$ cat src/rtl/pled_pkg.sv
// Package: shared constants and types for the port LED controller.
// Assumes a fixed five-port, three-LED-per-port layout; the mode-field
// and rule-word placement depends on these counts and is not scalable.
package pled_pkg;

    localparam int PORTS     = 5;
    localparam int LEDS_PP   = 3;
    localparam int LED_NUM   = PORTS * LEDS_PP;
    localparam int NREG      = 4;
    localparam int REG_W     = 32;
    localparam int RULE_W    = 16;
    localparam int PHASE_W   = 3;
    localparam int HOLD_W    = PHASE_W + 1;
    localparam int HOLD_UNITS = 2 ** PHASE_W;

    // Rule word bit positions
    localparam int RB_OVERRIDE = 2;
    localparam int RB_TX       = 4;
    localparam int RB_RX       = 5;
    localparam int RB_COL      = 7;
    localparam int RB_SPD10    = 8;
    localparam int RB_SPD100   = 9;
    localparam int RB_SPD1000  = 10;
    localparam int RB_POWER    = 11;
    localparam int RB_HALF     = 12;
    localparam int RB_FULL     = 13;

    typedef enum logic [1:0] {
        LM_DARK  = 2'd0,
        LM_BLINK = 2'd1,
        LM_LIT   = 2'd2,
        LM_RULE  = 2'd3
    } led_mode_e;

    typedef enum logic [1:0] {
        RATE_SLOW = 2'd0,
        RATE_MID  = 2'd1,
        RATE_FAST = 2'd2,
        RATE_AUTO = 2'd3
    } blink_rate_e;

    typedef enum logic [1:0] {
        SPD_10   = 2'd0,
        SPD_100  = 2'd1,
        SPD_1000 = 2'd2,
        SPD_NONE = 2'd3
    } link_speed_e;

endpackage

$ cat src/rtl/pled_regs.sv
// Module: register file of four 32-bit control words.
// Assumes BASE_ADDR is 16-byte aligned. Only word-aligned addresses
// inside the four-word window hit. Read data is combinational.
module pled_regs
    import pled_pkg::*;
#(
    parameter int                ADDR_W    = 8,
    parameter logic [ADDR_W-1:0] BASE_ADDR = 8'h50
) (
    input  logic                   clk,
    input  logic                   rst_n,
    input  logic                   wr,
    input  logic [ADDR_W-1:0]      addr,
    input  logic [REG_W-1:0]       wdata,
    output logic [REG_W-1:0]       rdata,
    output logic [NREG*REG_W-1:0]  words
);

    logic [REG_W-1:0] mem [NREG];
    logic             hit;
    logic [1:0]       idx;

    // Address decode: aligned hit inside the control window
    always_comb begin
        hit = (addr[ADDR_W-1:4] == BASE_ADDR[ADDR_W-1:4]) && (addr[1:0] == 2'b00);
        idx = addr[3:2];
    end

    // Storage update on an accepted write
    always_ff @(posedge clk) begin
        if (!rst_n) begin
            for (int i = 0; i < NREG; i++) mem[i] <= '0;
        end else if (wr && hit) begin
            mem[idx] <= wdata;
        end
    end

    // Read mux: stored word for a hit, zero otherwise
    always_comb begin
        rdata = hit ? mem[idx] : '0;
    end

    genvar g;
    generate
        for (g = 0; g < NREG; g++) begin : g_word
            assign words[g*REG_W +: REG_W] = mem[g];

            p_write_lands_r10: assert property (@(posedge clk) disable iff (!rst_n)
                (wr && hit && (idx == g)) |=> (mem[g] == $past(wdata)));
        end
    endgenerate

    p_unmapped_ignored_r10: assert property (@(posedge clk) disable iff (!rst_n)
        (wr && !hit) |=> $stable(words));

endmodule

$ cat src/rtl/pled_timebase.sv
// Module: blink timebase. Divides the clock by DIV into one phase unit
// and counts units in a small phase counter whose bits are the
// 8 Hz, 4 Hz and 2 Hz square waves. Assumes DIV >= 1.
module pled_timebase
    import pled_pkg::*;
#(
    parameter int DIV = 6250000
) (
    input  logic               clk,
    input  logic               rst_n,
    output logic               tick,
    output logic [PHASE_W-1:0] phase
);

    localparam int CNT_W = (DIV > 1) ? $clog2(DIV) : 1;
    localparam logic [CNT_W-1:0] CNT_LAST = CNT_W'(DIV - 1);

    logic [CNT_W-1:0] cnt;

    // Unit boundary flag
    always_comb tick = (cnt == CNT_LAST);

    // Clock divider
    always_ff @(posedge clk) begin
        if (!rst_n)    cnt <= '0;
        else if (tick) cnt <= '0;
        else           cnt <= cnt + 1'b1;
    end

    // Phase unit counter
    always_ff @(posedge clk) begin
        if (!rst_n)    phase <= '0;
        else if (tick) phase <= phase + 1'b1;
    end

    p_phase_still_r11: assert property (@(posedge clk) disable iff (!rst_n)
        !tick |=> $stable(phase));
    p_phase_step_r11: assert property (@(posedge clk) disable iff (!rst_n)
        tick |=> (phase == $past(phase) + 1'b1));

endmodule

$ cat src/rtl/pled_lane.sv
// Module: decision logic for one LED. Combines its mode field, its
// rule word and its port's status into a registered LED level. Holds an
// activity window counter in phase units. Assumes the phase waves and
// tick come from one shared timebase.
module pled_lane
    import pled_pkg::*;
(
    input  logic               clk,
    input  logic               rst_n,
    input  logic [1:0]         mode,
    input  logic [RULE_W-1:0]  rule,
    input  logic               link,
    input  logic [1:0]         speed,
    input  logic               fdx,
    input  logic               tx,
    input  logic               rx,
    input  logic               col,
    input  logic               tick,
    input  logic [PHASE_W-1:0] phase,
    output logic               led
);

    localparam logic [HOLD_W-1:0] HOLD_LOAD = HOLD_W'(HOLD_UNITS);

    logic [HOLD_W-1:0] hold;
    logic              evt, spd_ok, dup_ok, steady, wave, active, nxt;
    logic [1:0]        rate;

    // Activity event: any enabled traffic pulse
    always_comb evt = (tx && rule[RB_TX]) || (rx && rule[RB_RX]) || (col && rule[RB_COL]);

    // Steady condition from link, speed, duplex and power-on light
    always_comb begin
        unique case (link_speed_e'(speed))
            SPD_10:   spd_ok = link && rule[RB_SPD10];
            SPD_100:  spd_ok = link && rule[RB_SPD100];
            SPD_1000: spd_ok = link && rule[RB_SPD1000];
            default:  spd_ok = 1'b0;
        endcase
        dup_ok = (!rule[RB_FULL] && !rule[RB_HALF]) ||
                 (fdx ? rule[RB_FULL] : rule[RB_HALF]);
        steady = (spd_ok && dup_ok) || rule[RB_POWER];
    end

    // Blink rate selection, automatic rate follows link speed
    always_comb begin
        rate = rule[1:0];
        if (blink_rate_e'(rate) == RATE_AUTO) begin
            unique case (link_speed_e'(speed))
                SPD_1000: rate = RATE_FAST;
                SPD_100:  rate = RATE_MID;
                default:  rate = RATE_SLOW;
            endcase
        end
        unique case (blink_rate_e'(rate))
            RATE_FAST: wave = phase[0];
            RATE_MID:  wave = phase[1];
            default:   wave = phase[2];
        endcase
    end

    // Activity window counter, reloaded by every event
    always_ff @(posedge clk) begin
        if (!rst_n)                     hold <= '0;
        else if (evt)                   hold <= HOLD_LOAD;
        else if (tick && hold != '0)    hold <= hold - 1'b1;
    end

    // Next LED level by mode
    always_comb begin
        active = (hold != '0);
        unique case (led_mode_e'(mode))
            LM_DARK:  nxt = 1'b0;
            LM_BLINK: nxt = phase[1];
            LM_LIT:   nxt = 1'b1;
            default:  nxt = (active && !(rule[RB_OVERRIDE] && steady)) ? wave : steady;
        endcase
    end

    // Output register
    always_ff @(posedge clk) begin
        if (!rst_n) led <= 1'b0;
        else        led <= nxt;
    end

    p_dark_r2: assert property (@(posedge clk) disable iff (!rst_n)
        (mode == LM_DARK) |=> !led);
    p_lit_r2: assert property (@(posedge clk) disable iff (!rst_n)
        (mode == LM_LIT) |=> led);
    p_window_reload_r7: assert property (@(posedge clk) disable iff (!rst_n)
        evt |=> (hold == HOLD_LOAD));
    p_override_holds_r9: assert property (@(posedge clk) disable iff (!rst_n)
        (mode == LM_RULE && rule[RB_OVERRIDE] && steady) |=> led);

endmodule

$ cat src/rtl/port_led_ctrl.sv
// Module: top of the port LED controller. Slices each LED's mode field
// and rule word out of the four control words and instantiates one
// decision lane per LED. Assumes status inputs are synchronous to clk.
module port_led_ctrl
    import pled_pkg::*;
#(
    parameter int                ADDR_W    = 8,
    parameter logic [ADDR_W-1:0] BASE_ADDR = 8'h50,
    parameter int                DIV       = 6250000
) (
    input  logic                 clk,
    input  logic                 rst_n,
    input  logic                 bus_wr,
    input  logic [ADDR_W-1:0]    bus_addr,
    input  logic [REG_W-1:0]     bus_wdata,
    output logic [REG_W-1:0]     bus_rdata,
    input  logic [PORTS-1:0]     port_link,
    input  logic [2*PORTS-1:0]   port_speed,
    input  logic [PORTS-1:0]     port_fdx,
    input  logic [PORTS-1:0]     port_tx,
    input  logic [PORTS-1:0]     port_rx,
    input  logic [PORTS-1:0]     port_col,
    output logic [LED_NUM-1:0]   led_out
);

    logic [NREG*REG_W-1:0] words;
    logic                  tick;
    logic [PHASE_W-1:0]    phase;

    pled_regs #(.ADDR_W(ADDR_W), .BASE_ADDR(BASE_ADDR)) u_regs (
        .clk   (clk),
        .rst_n (rst_n),
        .wr    (bus_wr),
        .addr  (bus_addr),
        .wdata (bus_wdata),
        .rdata (bus_rdata),
        .words (words)
    );

    pled_timebase #(.DIV(DIV)) u_tb (
        .clk   (clk),
        .rst_n (rst_n),
        .tick  (tick),
        .phase (phase)
    );

    genvar gp, gn;
    generate
        for (gp = 0; gp < PORTS; gp++) begin : g_port
            for (gn = 0; gn < LEDS_PP; gn++) begin : g_led
                // Mode field location: ports 1..3 packed into the last word
                localparam int MREG = (gp == 0 || gp == PORTS - 1) ? gn : NREG - 1;
                localparam int MLSB = (gp == 0) ? 14 :
                                      (gp == PORTS - 1) ? 30 :
                                      8 + 2 * gn + 6 * (gp - 1);
                // Rule word: lower half shared by ports 0..3, upper half for port 4
                localparam int RLSB = gn * REG_W + ((gp == PORTS - 1) ? RULE_W : 0);

                pled_lane u_lane (
                    .clk   (clk),
                    .rst_n (rst_n),
                    .mode  (words[MREG*REG_W + MLSB +: 2]),
                    .rule  (words[RLSB +: RULE_W]),
                    .link  (port_link[gp]),
                    .speed (port_speed[2*gp +: 2]),
                    .fdx   (port_fdx[gp]),
                    .tx    (port_tx[gp]),
                    .rx    (port_rx[gp]),
                    .col   (port_col[gp]),
                    .tick  (tick),
                    .phase (phase),
                    .led   (led_out[gp*LEDS_PP + gn])
                );
            end
        end
    endgenerate

    p_reset_dark_r1: assert property (@(posedge clk)
        !rst_n |=> (led_out == '0 && words == '0));

endmodule

$ cat config.mk
export PLATFORM = sky130hd
export DESIGN_NAME = port_led_ctrl
export DESIGN_NICKNAME = d
export VERILOG_FILES = /design/src/rtl/pled_pkg.sv /design/src/rtl/pled_regs.sv /design/src/rtl/pled_timebase.sv /design/src/rtl/pled_lane.sv /design/src/rtl/port_led_ctrl.sv
export SDC_FILE = /design/constraint.sdc
export NUM_CORES = 1
export LEC_CHECK = 0
export ABC_AREA = 1
export BUFFER_PORTS_ARGS = -buffer_cell sky130_fd_sc_hd__buf_2
export CAP_MARGIN = 20
export CORE_AREA = 10 10 184 186
export DETAILED_ROUTE_END_ITERATION = 8
export DIE_AREA = 0 0 194 196
export GPL_ROUTABILITY_DRIVEN = 0
export HOLD_SLACK_MARGIN = 0.1
export PLACE_DENSITY = 0.68
export SYNTH_ARGS = -nofsm -noshare
export SYNTH_HDL_FRONTEND = slang
export SYNTH_HIERARCHICAL = 1
export SYNTH_SLANG_ARGS = --single-unit
$ cat constraint.sdc
create_clock -name clk -period 6.97 [get_ports clk]
set_input_delay 1.0455 -clock clk [delete_from_list [all_inputs] [get_ports clk]]
set_output_delay 1.0455 -clock clk [all_outputs]
set_load 0.01 [all_outputs]
==> results of run 1 <==
[power by group through the flow]
stage	Clock [µW]	Sequential, µW	Combinational [µW]
5_1_grt	1380	1540	421
6_report	1290	1530	369
3_3_place_gp	0	1560	352
3_5_place_dp	0	1560	366
2_1_floorplan	0	1540	238
4_1_cts	1320	1530	368
[placed cells by master, fill, tap and decap left out, types with 16 or more instances in the layout]
cell type / count
or2_1: 16
dfxtp_1: 101
ha_1: 107
nand2_1: 414
edfxtp_1: 128
nor2_1: 319
nand3_1: 92
clkbuf_16: 26
buf_2: 124
a21oi_1: 141
inv_1: 345
nor2_2: 35
o21ai_0: 102
nor3_2: 20
[worst max-delay path, delay by kind of cell]
family | cells | cell delay (ns)
buf+inv | 3 | 0.88
simple gates | 5 | 2.27
[worst paths after layout]
kind	from	endpoint	cells after the start
max	bus_addr[1]	u_regs/mem[1][26]	8
min	u_tb/cnt[0]	u_tb/cnt[0]	1
max reg2reg	u_tb/cnt[0]	g_port[0].g_led[2].u_lane/hold[3]	12
min reg2reg	u_tb/cnt[0]	u_tb/cnt[0]	1
[final cells by class]
class                      count  area, µm²
fill                        2890      13600
clock buffer                  36        712
multi-input combinational   1371       7400
clock inverter                11       86.3
tap                          396        495
antenna                        1       2.50
timing repair buffer         136        751
inverter                     349       1310
sequential                   229       5870
[cell usage after synthesis, drive strengths merged]
master	n	area share, %
nand2	425	11
o21ai	113	3.8
xor2	6	0.35
edfxtp	128	26
nand4	2	0.17
ha	107	9.0
a211oi	15	0.76
xnor2	2	0.12
nor3b	15	0.76
or2	18	0.76
o211ai	15	0.76
nor3	32	1.8
buf	24	1.2
o21bai	2	0.10
a21oi	147	5.1
nor2	360	10
clkbuf	18	0.46
and2	1	0.042
nand3	96	3.4
dfxtp	101	14
a21boi	15	1.9
inv	349	8.8
[layer usage]
| metal | wire [µm] | up-vias | GRT usage, % | share of wire (%) |
|---|---|---|---|---|
| li1 | - | 6536 | - | - |
| met1 | 17900 | 5965 | 27.2 | 43 |
| met2 | 19200 | 439 | 35.2 | 47 |
| met3 | 3040 | 60 | 3.29 | 7.4 |
| met4 | 1080 | 0 | 6.61 | 2.6 |
| met5 | 0 | - | 0 | 0 |
[metrics by stage]
stage                     cell area, µm²  total power, µW  hold slack, ns  cells  utilization [%]
after detailed placement           15800             1930           0.469   2480             52.2
after CTS                          16600             3220           0.484   2527             54.8
after global routing               16600             3340           0.500   2529             54.9
after floorplan                    14800             1780           0.427   1991                -
final                              16600             3200           0.475   2529             54.9
after global placement             15800             1910           0.449   2479             52.1
[kinds of logic after synthesis]
logic type	share of synthesized area (%)
AND/OR/NAND/NOR	27.9
buffers and inverters	10.5
AO/OA/AOI/OAI	12.5
flip-flops	39.6
adder cells (fa/ha/maj)	9.04
XOR/XNOR	0.473
[sequential cells by signal, indices dropped and copies added, names as in the netlist]
signal and flops:
u_regs/mem 128, g_port.g_led.u_lane/hold 60, u_tb/cnt 23, g_port.g_led.u_lane/led 15, u_tb/phase 3
==> results.tsv, run 1 <==
stage	metric	value	unit
global_route	grt-ovfl-total	0	
route	drc	0	
power_and_ir_drop	ir_worst_vdd	0.000159	V
die	fp.coreArea	30300	µm²
die	rows	64	
power_and_ir_drop	seqPwrFrac	48.0	%
clocking	postCtsHoldBufs	0	
run	drv_cap	0	
critical_path	required	7.18	ns
placement	place.port_buffers	124	
placement	place.detailed.hpwl	29.5	mm
timing	final.setup.worst_slack	2.96	ns
route	drtIter0Drc	949	
critical_path	start_kind	input pin	
die	fp.dieW	194	µm
clocking	clock_latency	0.54	ns
clocking	cts_buffer_depth	3	
power_and_ir_drop	p_per_area	192	nW/µm²
die	ioPinCount	125	
timing	finClkSkew	0.0205	ns
run_status	status	finished, final reports clean	
synth	yosys_warnings	6	
critical_path	critPathKind	input pin to flop	
synth	synth-seq-cells	229	
synth	avgSynthCellArea	7.44	µm²
clocking	numCtsBuffers	26	
timing	finalHoldViolCount	0	
critical_path	path_cells	buf_2, nor2_1, nand3_2, nor2_4, nand4_2, buf_16, nand2_1, buf_4	
clocking	cts_root_buf	clkbuf_16	
global_route	grt_pass1_vias	12400	
global_route	grt_start_max_net_pins	67	
route	drtPass1Iterations	6	
cells_and_area	final_layout_size_suffix_gt1_share	13.0	%
synth	postSynthCellCount	1991	
power_and_ir_drop	power_leakage	0.00783	µW
clocking	ctsResizeCount	0	
power_and_ir_drop	switching_power	850	µW
clocking	cts_tree	yes	
global_route	grt_pass1_wl	65.7	mm
timing	clock.fmax	249	MHz
power_and_ir_drop	combPwrFrac	11.5	%
route	post_drt_wl_per_cell	16.3	µm
route	viasPerCell	5.14	
global_route	grt_antenna_before_repair	1	
timing	drv_slew	0	
timing	worstMarginPinSlew	1.10	ns
hold_path	hold_path_class	flop to flop	
clocking	clock-sinks	229	
synth	synthesis.area	14800	µm²
timing	setup_tns	0	ns
timing	finalCritPeriodShare	57.6	%
synth	synth_cell_types	37	
route	postRouteAntennaNets	0	
timing	fin_crit	4.01	ns
critical_path	end_kind	flop	
route	wirelength	41.2	mm
die	initial_core_util	48.9	%
clocking	cts.htree.levels	1	
die	die_h	196	µm
global_route	grtUsageTotal	21.0	%
timing	slew_headroom	26.7	%
timing	rsz0062_at_grt	false	
critical_path	worst_path_largest_cell_delay	0.74	ns
placement	pre_cts_slack	1.99	ns
critical_path	cp.arrival	4.22	ns
power_and_ir_drop	p_sw_share	26.6	%
power_and_ir_drop	clockPowerShare	40.5	%
critical_path	reg2reg_slack	4.32	ns
power_and_ir_drop	p_int	2350	µW
synth	synth_nets	2176	
route	vias	13000	
cells_and_area	area_growth	12.2	%
critical_path	cp_max_fo	33	
cells_and_area	nets	2298	
clocking	path_clk_slew	0.06	ns
synth	ys_seq_area_share	39.6	%
die	die_area	38000	µm²
clocking	post_cts_buffers	0	
timing	finalSetupViolCount	0	
critical_path	crit_slowest_cell	nand3_2	
Note: power is estimated with default switching activity, not from simulation.
==> inputs of run 2 (changes only) <==
==> constraint.sdc (replaced) <==
create_clock -name clk -period 3.8 [get_ports clk]
set_input_delay 0.57 -clock clk [delete_from_list [all_inputs] [get_ports clk]]
set_output_delay 0.57 -clock clk [all_outputs]
set_load 0.01 [all_outputs]
==> run 2 against run 1 <==
Routed wire length is 1.0% higher; hold slack worse by 0.11 ns; critical path type is now input pin to output port; combinational power up 84%; global-route usage shrank 0.078 points; final area rose by 1.0%; highest routed layer is now met5; total power increased by 94%; setup slack got worse by 2.0 ns; final cell count up 0.32%; utilization up 0.57 points; sequential share of layout area fell by 0.36 points.
==> results.tsv, run 2 (same netlist as run 1, synthesis figures left out) <==
stage	metric	value	unit
timing	whs	0.360	ns
critical_path	critPathKind	input pin to output port	
critical_path	path_cells	buf_2, buf_4, nor2_1, nor2_1, o21ai_0, a21oi_1, buf_2	
clocking	cts.htree.levels	1	
timing	finalHoldViolCount	0	
critical_path	cp_max_fo	43	
global_route	grt_pass1_vias	12600	
global_route	grt_start_max_net_pins	65	
cells_and_area	final_common_cell	nand2_1	
critical_path	required	3.23	ns
placement	place.detailed.hpwl	29.7	mm
die	ioPinCount	125	
route	post_drt_wl_per_cell	16.4	µm
global_route	grt_most_used_layer	met2	
cells_and_area	multi_input_area	7400	µm²
timing	finalCritPeriodShare	75.7	%
timing	clock.fmax	347	MHz
power_and_ir_drop	p_total	6210	µW
critical_path	crit_slowest_cell	buf_4	
run	drv_cap	0	
route	drtPass1Iterations	5	
critical_path	cp.arrival	2.31	ns
clocking	clock-sinks	229	
cells_and_area	final_cell_mix	nand2_1 (413), inv_1 (345), nor2_1 (319)	
timing	rsz0062_at_grt	false	
clocking	ctsResizeCount	0	
global_route	grt_use_met1	25.9	%
die	die_h	196	µm
route	viasPerCell	5.22	
timing	slew_headroom	35.4	%
run_status	status	finished, final reports clean	
clocking	numCtsBuffers	27	
power_and_ir_drop	power_leakage	0.00790	µW
die	rows	64	
critical_path	rr_endpoint	g_port[1].g_led[0].u_lane/hold[3]	
route	vias	13200	
clocking	post_cts_buffers	0	
global_route	grtUsageTotal	20.9	%
cells_and_area	max_flop_register	u_regs/mem	
critical_path	reg2reg_slack	1.13	ns
cells_and_area	nets	2304	
timing	fin_crit	2.88	ns
route	postRouteAntennaNets	0	
critical_path	cp_num_cells	7	
route	wirelength	41.6	mm
global_route	met3_usage	2.81	%
clocking	cts_buffer_depth	3	
power_and_ir_drop	ir_worst_vdd	0.000363	V
die	fp.coreArea	30300	µm²
timing	setup_tns	0	ns
die	die_area	38000	µm²
critical_path	start_kind	input pin	
global_route	grt-ovfl-total	0	
cells_and_area	seqCellArea	5870	µm²
timing	worstMarginPinSlew	0.968	ns
timing	drv_slew	0	
timing	finalSetupViolCount	0	
global_route	grt_pass1_wl	65.5	mm
clocking	postCtsHoldBufs	0	
clocking	cts_root_buf	clkbuf_16	
power_and_ir_drop	p_per_area	370	nW/µm²
cells_and_area	area_growth	13.4	%
global_route	grt_antenna_before_repair	1	
route	drc	0	
critical_path	reg2regPathDepth	12	
route	drtIter0Drc	1055	
hold_path	hold_path_class	input pin to flop	
critical_path	regToRegStartpoint	u_tb/cnt[0]	
critical_path	end_kind	output port	
cells_and_area	final_layout_size_suffix_gt1_share	13.3	%
die	initial_core_util	48.9	%
critical_path	crit_buf_inv	3	
timing	finClkSkew	0.0362	ns
die	fp.dieW	194	µm
critical_path	crit_family	buffers and inverters	
critical_path	worst_path_largest_cell_delay	0.52	ns
cells_and_area	reg_top3	u_regs/mem: 128 flops, g_port.g_led.u_lane/hold: 60 flops, u_tb/cnt: 23 flops	
placement	place.port_buffers	124	
clocking	cts_tree	yes	
critical_path	cp-endpoint	bus_rdata[11]	
critical_path	crit_path_start	bus_addr[2]	
global_route	use_met2	37.0	%
clocking	clock_latency	0.55	ns
clocking	path_clk_slew	0.06	ns
cells_and_area	fill_cells	2862	
cells_and_area	largest_reg_flops	128	
[run 2: how the worst min path moves through the flow]
stage | from | endpoint | slack (ns) | cells after the start
2_1_floorplan | u_tb/cnt[0] | u_tb/cnt[0] | 0.43 | 1
3_3_place_gp | u_tb/cnt[0] | u_tb/cnt[0] | 0.44 | 1
3_5_place_dp | u_tb/cnt[0] | u_tb/cnt[0] | 0.44 | 1
4_1_cts | bus_wdata[26] | u_regs/mem[1][26] | 0.35 | 3
5_1_grt | bus_wdata[25] | u_regs/mem[1][25] | 0.37 | 3
6_report | bus_wdata[26] | u_regs/mem[0][26] | 0.36 | 3
[run 2: cell type report]
cell class	instances	share of cell area (%)
Multi-Input combinational cell	1371	44.1
Sequential cell	229	34.9
Inverter	349	7.80
Timing Repair Buffer	141	4.68
Clock buffer	37	4.42
Tap cell	396	2.95
Clock inverter	13	1.12
Antenna cell	1	0.0149
[run 2: through the flow]
step | std cells | area [µm²] | setup WS (ns) | utilization (%)
after floorplan | 1991 | 14800 | 0.694 | -
after global placement | 2486 | 15900 | 0.979 | 52.4
after detailed placement | 2486 | 15900 | 0.998 | 52.4
after CTS | 2536 | 16800 | 0.977 | 55.5
after global routing | 2536 | 16800 | 0.831 | 55.5
final | 2537 | 16800 | 0.922 | 55.5
[run 2: worst reg2reg max path, cell delays in order, from the launching register on]
cell	delay, ns
dfxtp_1	0.37
ha_1	0.21
nand2_1	0.11
nor2_4	0.15
nand2_1	0.10
inv_1	0.08
nand3_2	0.12
inv_1	0.68
a21boi_4	0.40
nand3_1	0.11
o211ai_1	0.11
nand2_1	0.08
inv_1	0.07
[run 2: where the power goes]
part	leakage, µW	switching [µW]	total, µW	internal, µW
Sequential	0.00204	102	2810	2710
Clock	0.000447	1020	2720	1700
Combinational	0.00542	453	679	227
[run 2: per-layer routing]
| metal | share of wire, % | vias to the layer above |
|---|---|---|
| met3 | 6.3 | 81 |
| met5 | 0.043 | - |
| li1 | - | 6563 |
| met4 | 2.6 | 2 |
| met2 | 48 | 441 |
| met1 | 43 | 6150 |
==> inputs of run 3 (changes only) <==
--- a/config.mk
+++ b/config.mk
@@ -5,15 +5,15 @@
 export SDC_FILE = /design/constraint.sdc
 export NUM_CORES = 1
 export LEC_CHECK = 0
-export ABC_AREA = 1
+export ABC_AREA = 0
 export BUFFER_PORTS_ARGS = -buffer_cell sky130_fd_sc_hd__buf_2
 export CAP_MARGIN = 20
-export CORE_AREA = 10 10 184 186
+export CORE_AREA = 10 10 181 183
 export DETAILED_ROUTE_END_ITERATION = 8
-export DIE_AREA = 0 0 194 196
+export DIE_AREA = 0 0 191 193
 export GPL_ROUTABILITY_DRIVEN = 0
 export HOLD_SLACK_MARGIN = 0.1
-export PLACE_DENSITY = 0.68
+export PLACE_DENSITY = 0.7
 export SYNTH_ARGS = -nofsm -noshare
 export SYNTH_HDL_FRONTEND = slang
 export SYNTH_HIERARCHICAL = 1
==> constraint.sdc (replaced) <==
create_clock -name clk -period 2.3 [get_ports clk]
set_input_delay 0.345 -clock clk [delete_from_list [all_inputs] [get_ports clk]]
set_output_delay 0.345 -clock clk [all_outputs]
set_load 0.01 [all_outputs]
==> run 3 against run 2 <==
First-iteration DRC count down 4.7%; total power up 60%; final cell count is 25% lower; register-to-register slack got worse by 1.0 ns.
==> results.tsv, run 3 <==
stage	metric	value	unit
power_and_ir_drop	p_per_area	596	nW/µm²
synth	synth_flop_cell	edfxtp_1	
synth	synth.most_common_cell	inv_1	
synth	synth-seq-cells	229	
route	viasPerCell	5.91	
power_and_ir_drop	ir_worst_vdd	0.000393	V
run_status	status	finished, final reports clean	
hold_path	hold_path_class	input pin to flop	
placement	pre_cts_slack	0.111	ns
clocking	cts.htree.levels	1	
synth	yosys.area.top_type	edfxtp_1	
synth	ys_seq_area_share	41.0	%
run	drv_cap	0	
global_route	grt-ovfl-total	0	
cells_and_area	seqCellArea	5870	µm²
timing	rsz0062_at_grt	false	
critical_path	cp_max_fo	5	
timing	finClkSkew	0.0273	ns
timing	finalHoldViolCount	0	
clocking	clock-sinks	229	
global_route	grt_antenna_before_repair	0	
timing	clock.fmax	440	MHz
cells_and_area	num_antenna_cells	0	
route	drtIter0Drc	1005	
timing	finalCritPeriodShare	98.7	%
timing	fin_crit	2.27	ns
timing	final.setup.worst_slack	0.0297	ns
cells_and_area	final_common_cell	inv_1	
synth	synth-edff-count	128	
placement	place.port_buffers	124	
die	die_h	193	µm
global_route	grt_pass1_wl	63.3	mm
die	rows	63	
critical_path	start_kind	flop	
cells_and_area	final_cell_mix	inv_1 (144), edfxtp_1 (128), buf_2 (123)	
route	post_drt_wl_per_cell	21.5	µm
cells_and_area	final_util	57.0	%
route	wirelength	41.3	mm
synth	synthTopCellsByArea	edfxtp_1 (27%), dfxtp_1 (14%), ha_1 (9.4%)	
die	initial_core_util	48.9	%
cells_and_area	multi_input_area	7610	µm²
critical_path	end_kind	output port	
cells_and_area	final_cell_count_no_fill	1915	
clocking	path_clk_slew	0.06	ns
global_route	grt_start_max_net_pins	73	
synth	synth_common_cells	inv_1 (144), edfxtp_1 (128), ha_1 (107)	
timing	drv_slew	0	
cells_and_area	largest_reg_flops	128	
placement	dp.cells	1848	
cells_and_area	fill_cells	2424	
critical_path	cp.arrival	1.93	ns
power_and_ir_drop	power_leakage	0.00639	µW
global_route	grt_pass1_vias	11300	
die	die_area	36900	µm²
clocking	cts_tree	yes	
timing	whs	0.187	ns
clocking	cts_buffer_depth	3	
cells_and_area	nets	1692	
cells_and_area	final_layout_size_suffix_gt1_share	27.5	%
synth	synth_cell_types	58	
route	vias	11300	
route	drc	0	
cells_and_area	area_growth	16.5	%
die	ioPinCount	125	
clocking	postCtsHoldBufs	0	
die	fp.dieW	191	µm
placement	place.detailed.hpwl	29.5	mm
synth	synth_top_area_share	26.9	%
critical_path	critPathKind	flop to output port	
cells_and_area	reg_top3	u_regs/mem: 128 flops, g_port.g_led.u_lane/hold: 60 flops, u_tb/cnt: 23 flops	
timing	slew_headroom	39.8	%
synth	synthArstFlopShare	0	%
synth	synthesis.area	14300	µm²
synth	synth_nets	1524	
route	postRouteAntennaNets	0	
clocking	numCtsBuffers	25	
synth	yosys_warnings	6	
synth	avgSynthCellArea	10.7	µm²
critical_path	required	1.96	ns
timing	worstMarginPinSlew	0.902	ns
clocking	clock_latency	0.53	ns
timing	finalSetupViolCount	0	
clocking	cts_root_buf	clkbuf_16	
die	fp.coreArea	29200	µm²
synth	postSynthCellCount	1339	
global_route	grtUsageTotal	21.8	%
cells_and_area	max_flop_register	u_regs/mem	
route	drtPass1Iterations	6	
## run 3: final timing paths
path / cells after the start / startpoint / slack (ns) / to
hold reg to reg: 1 / u_tb/cnt[0] / 0.47 / u_tb/cnt[0]
hold / removal: 3 / port_col[1] / 0.19 / g_port[1].g_led[0].u_lane/hold[3]
setup / recovery: 3 / u_regs/mem[0][2] / 0.03 / bus_rdata[2]
setup reg to reg: 8 / u_tb/cnt[11] / 0.10 / g_port[3].g_led[0].u_lane/hold[3]
## run 3: area by class of cell
class / count / area share [%]
flip-flops and latches: 229 / 35.2
repair buffers: 200 / 7.99
inverters: 144 / 3.25
clock buffers: 26 / 3.78
clock inverters: 19 / 1.13
well taps: 390 / 2.93
multi-input cells: 907 / 45.7
## run 3: metrics by stage
step | cell area (µm²) | power, µW | TNS [ns]
detailed placement | 15700 | 5910 | 0
global route | 16700 | 10300 | 0
finish | 16700 | 9920 | 0
CTS | 16500 | 9940 | 0
floorplan | 14400 | 5390 | -10.76
global placement | 15700 | 5870 | 0
## run 3: cells by family (layout without fill, tap and decap cells)
family | after synthesis | in the layout | synth area share [%]
AND/OR/NAND/NOR | 473 | 473 | 22.5
XOR/XNOR | 43 | 43 | 2.64
buffers and inverters | 203 | 389 | 6.40
flip-flops | 229 | 229 | 41.0
multiplexers | 32 | 32 | 5.04
AO/OA/AOI/OAI | 252 | 252 | 13.0
adder cells (fa/ha/maj) | 107 | 107 | 9.37
## run 3: worst max-delay path, cell delays in order, from the launching register on
cell and delay (ns):
edfxtp_1 0.55, mux4_2 0.50, and3_1 0.22, buf_2 0.15
## run 3: metal layers
metal / wire, µm / global-route usage, % / vias up
met2: 19100 / 35.4 / 455
li1: - / - / 5297
met4: 1380 / 8.12 / 0
met1: 17600 / 28.6 / 5484
met5: 0 / 0 / -
met3: 3210 / 4.06 / 76
## run 3: power breakdown
part	internal, µW	switching [µW]	total [µW]	leakage, µW
Sequential	4480	156	4640	0.00204
Combinational	512	729	1240	0.00396
Clock	2340	1700	4040	0.000386
Total	7330	2590	9920	0.00639
## run 3: repair_timing
action,in CTS,in global routing
gates resized for setup,0,2
gates cloned,0,0
endpoints found under the setup margin,4,19
setup buffers,8,14
pin swaps,0,1
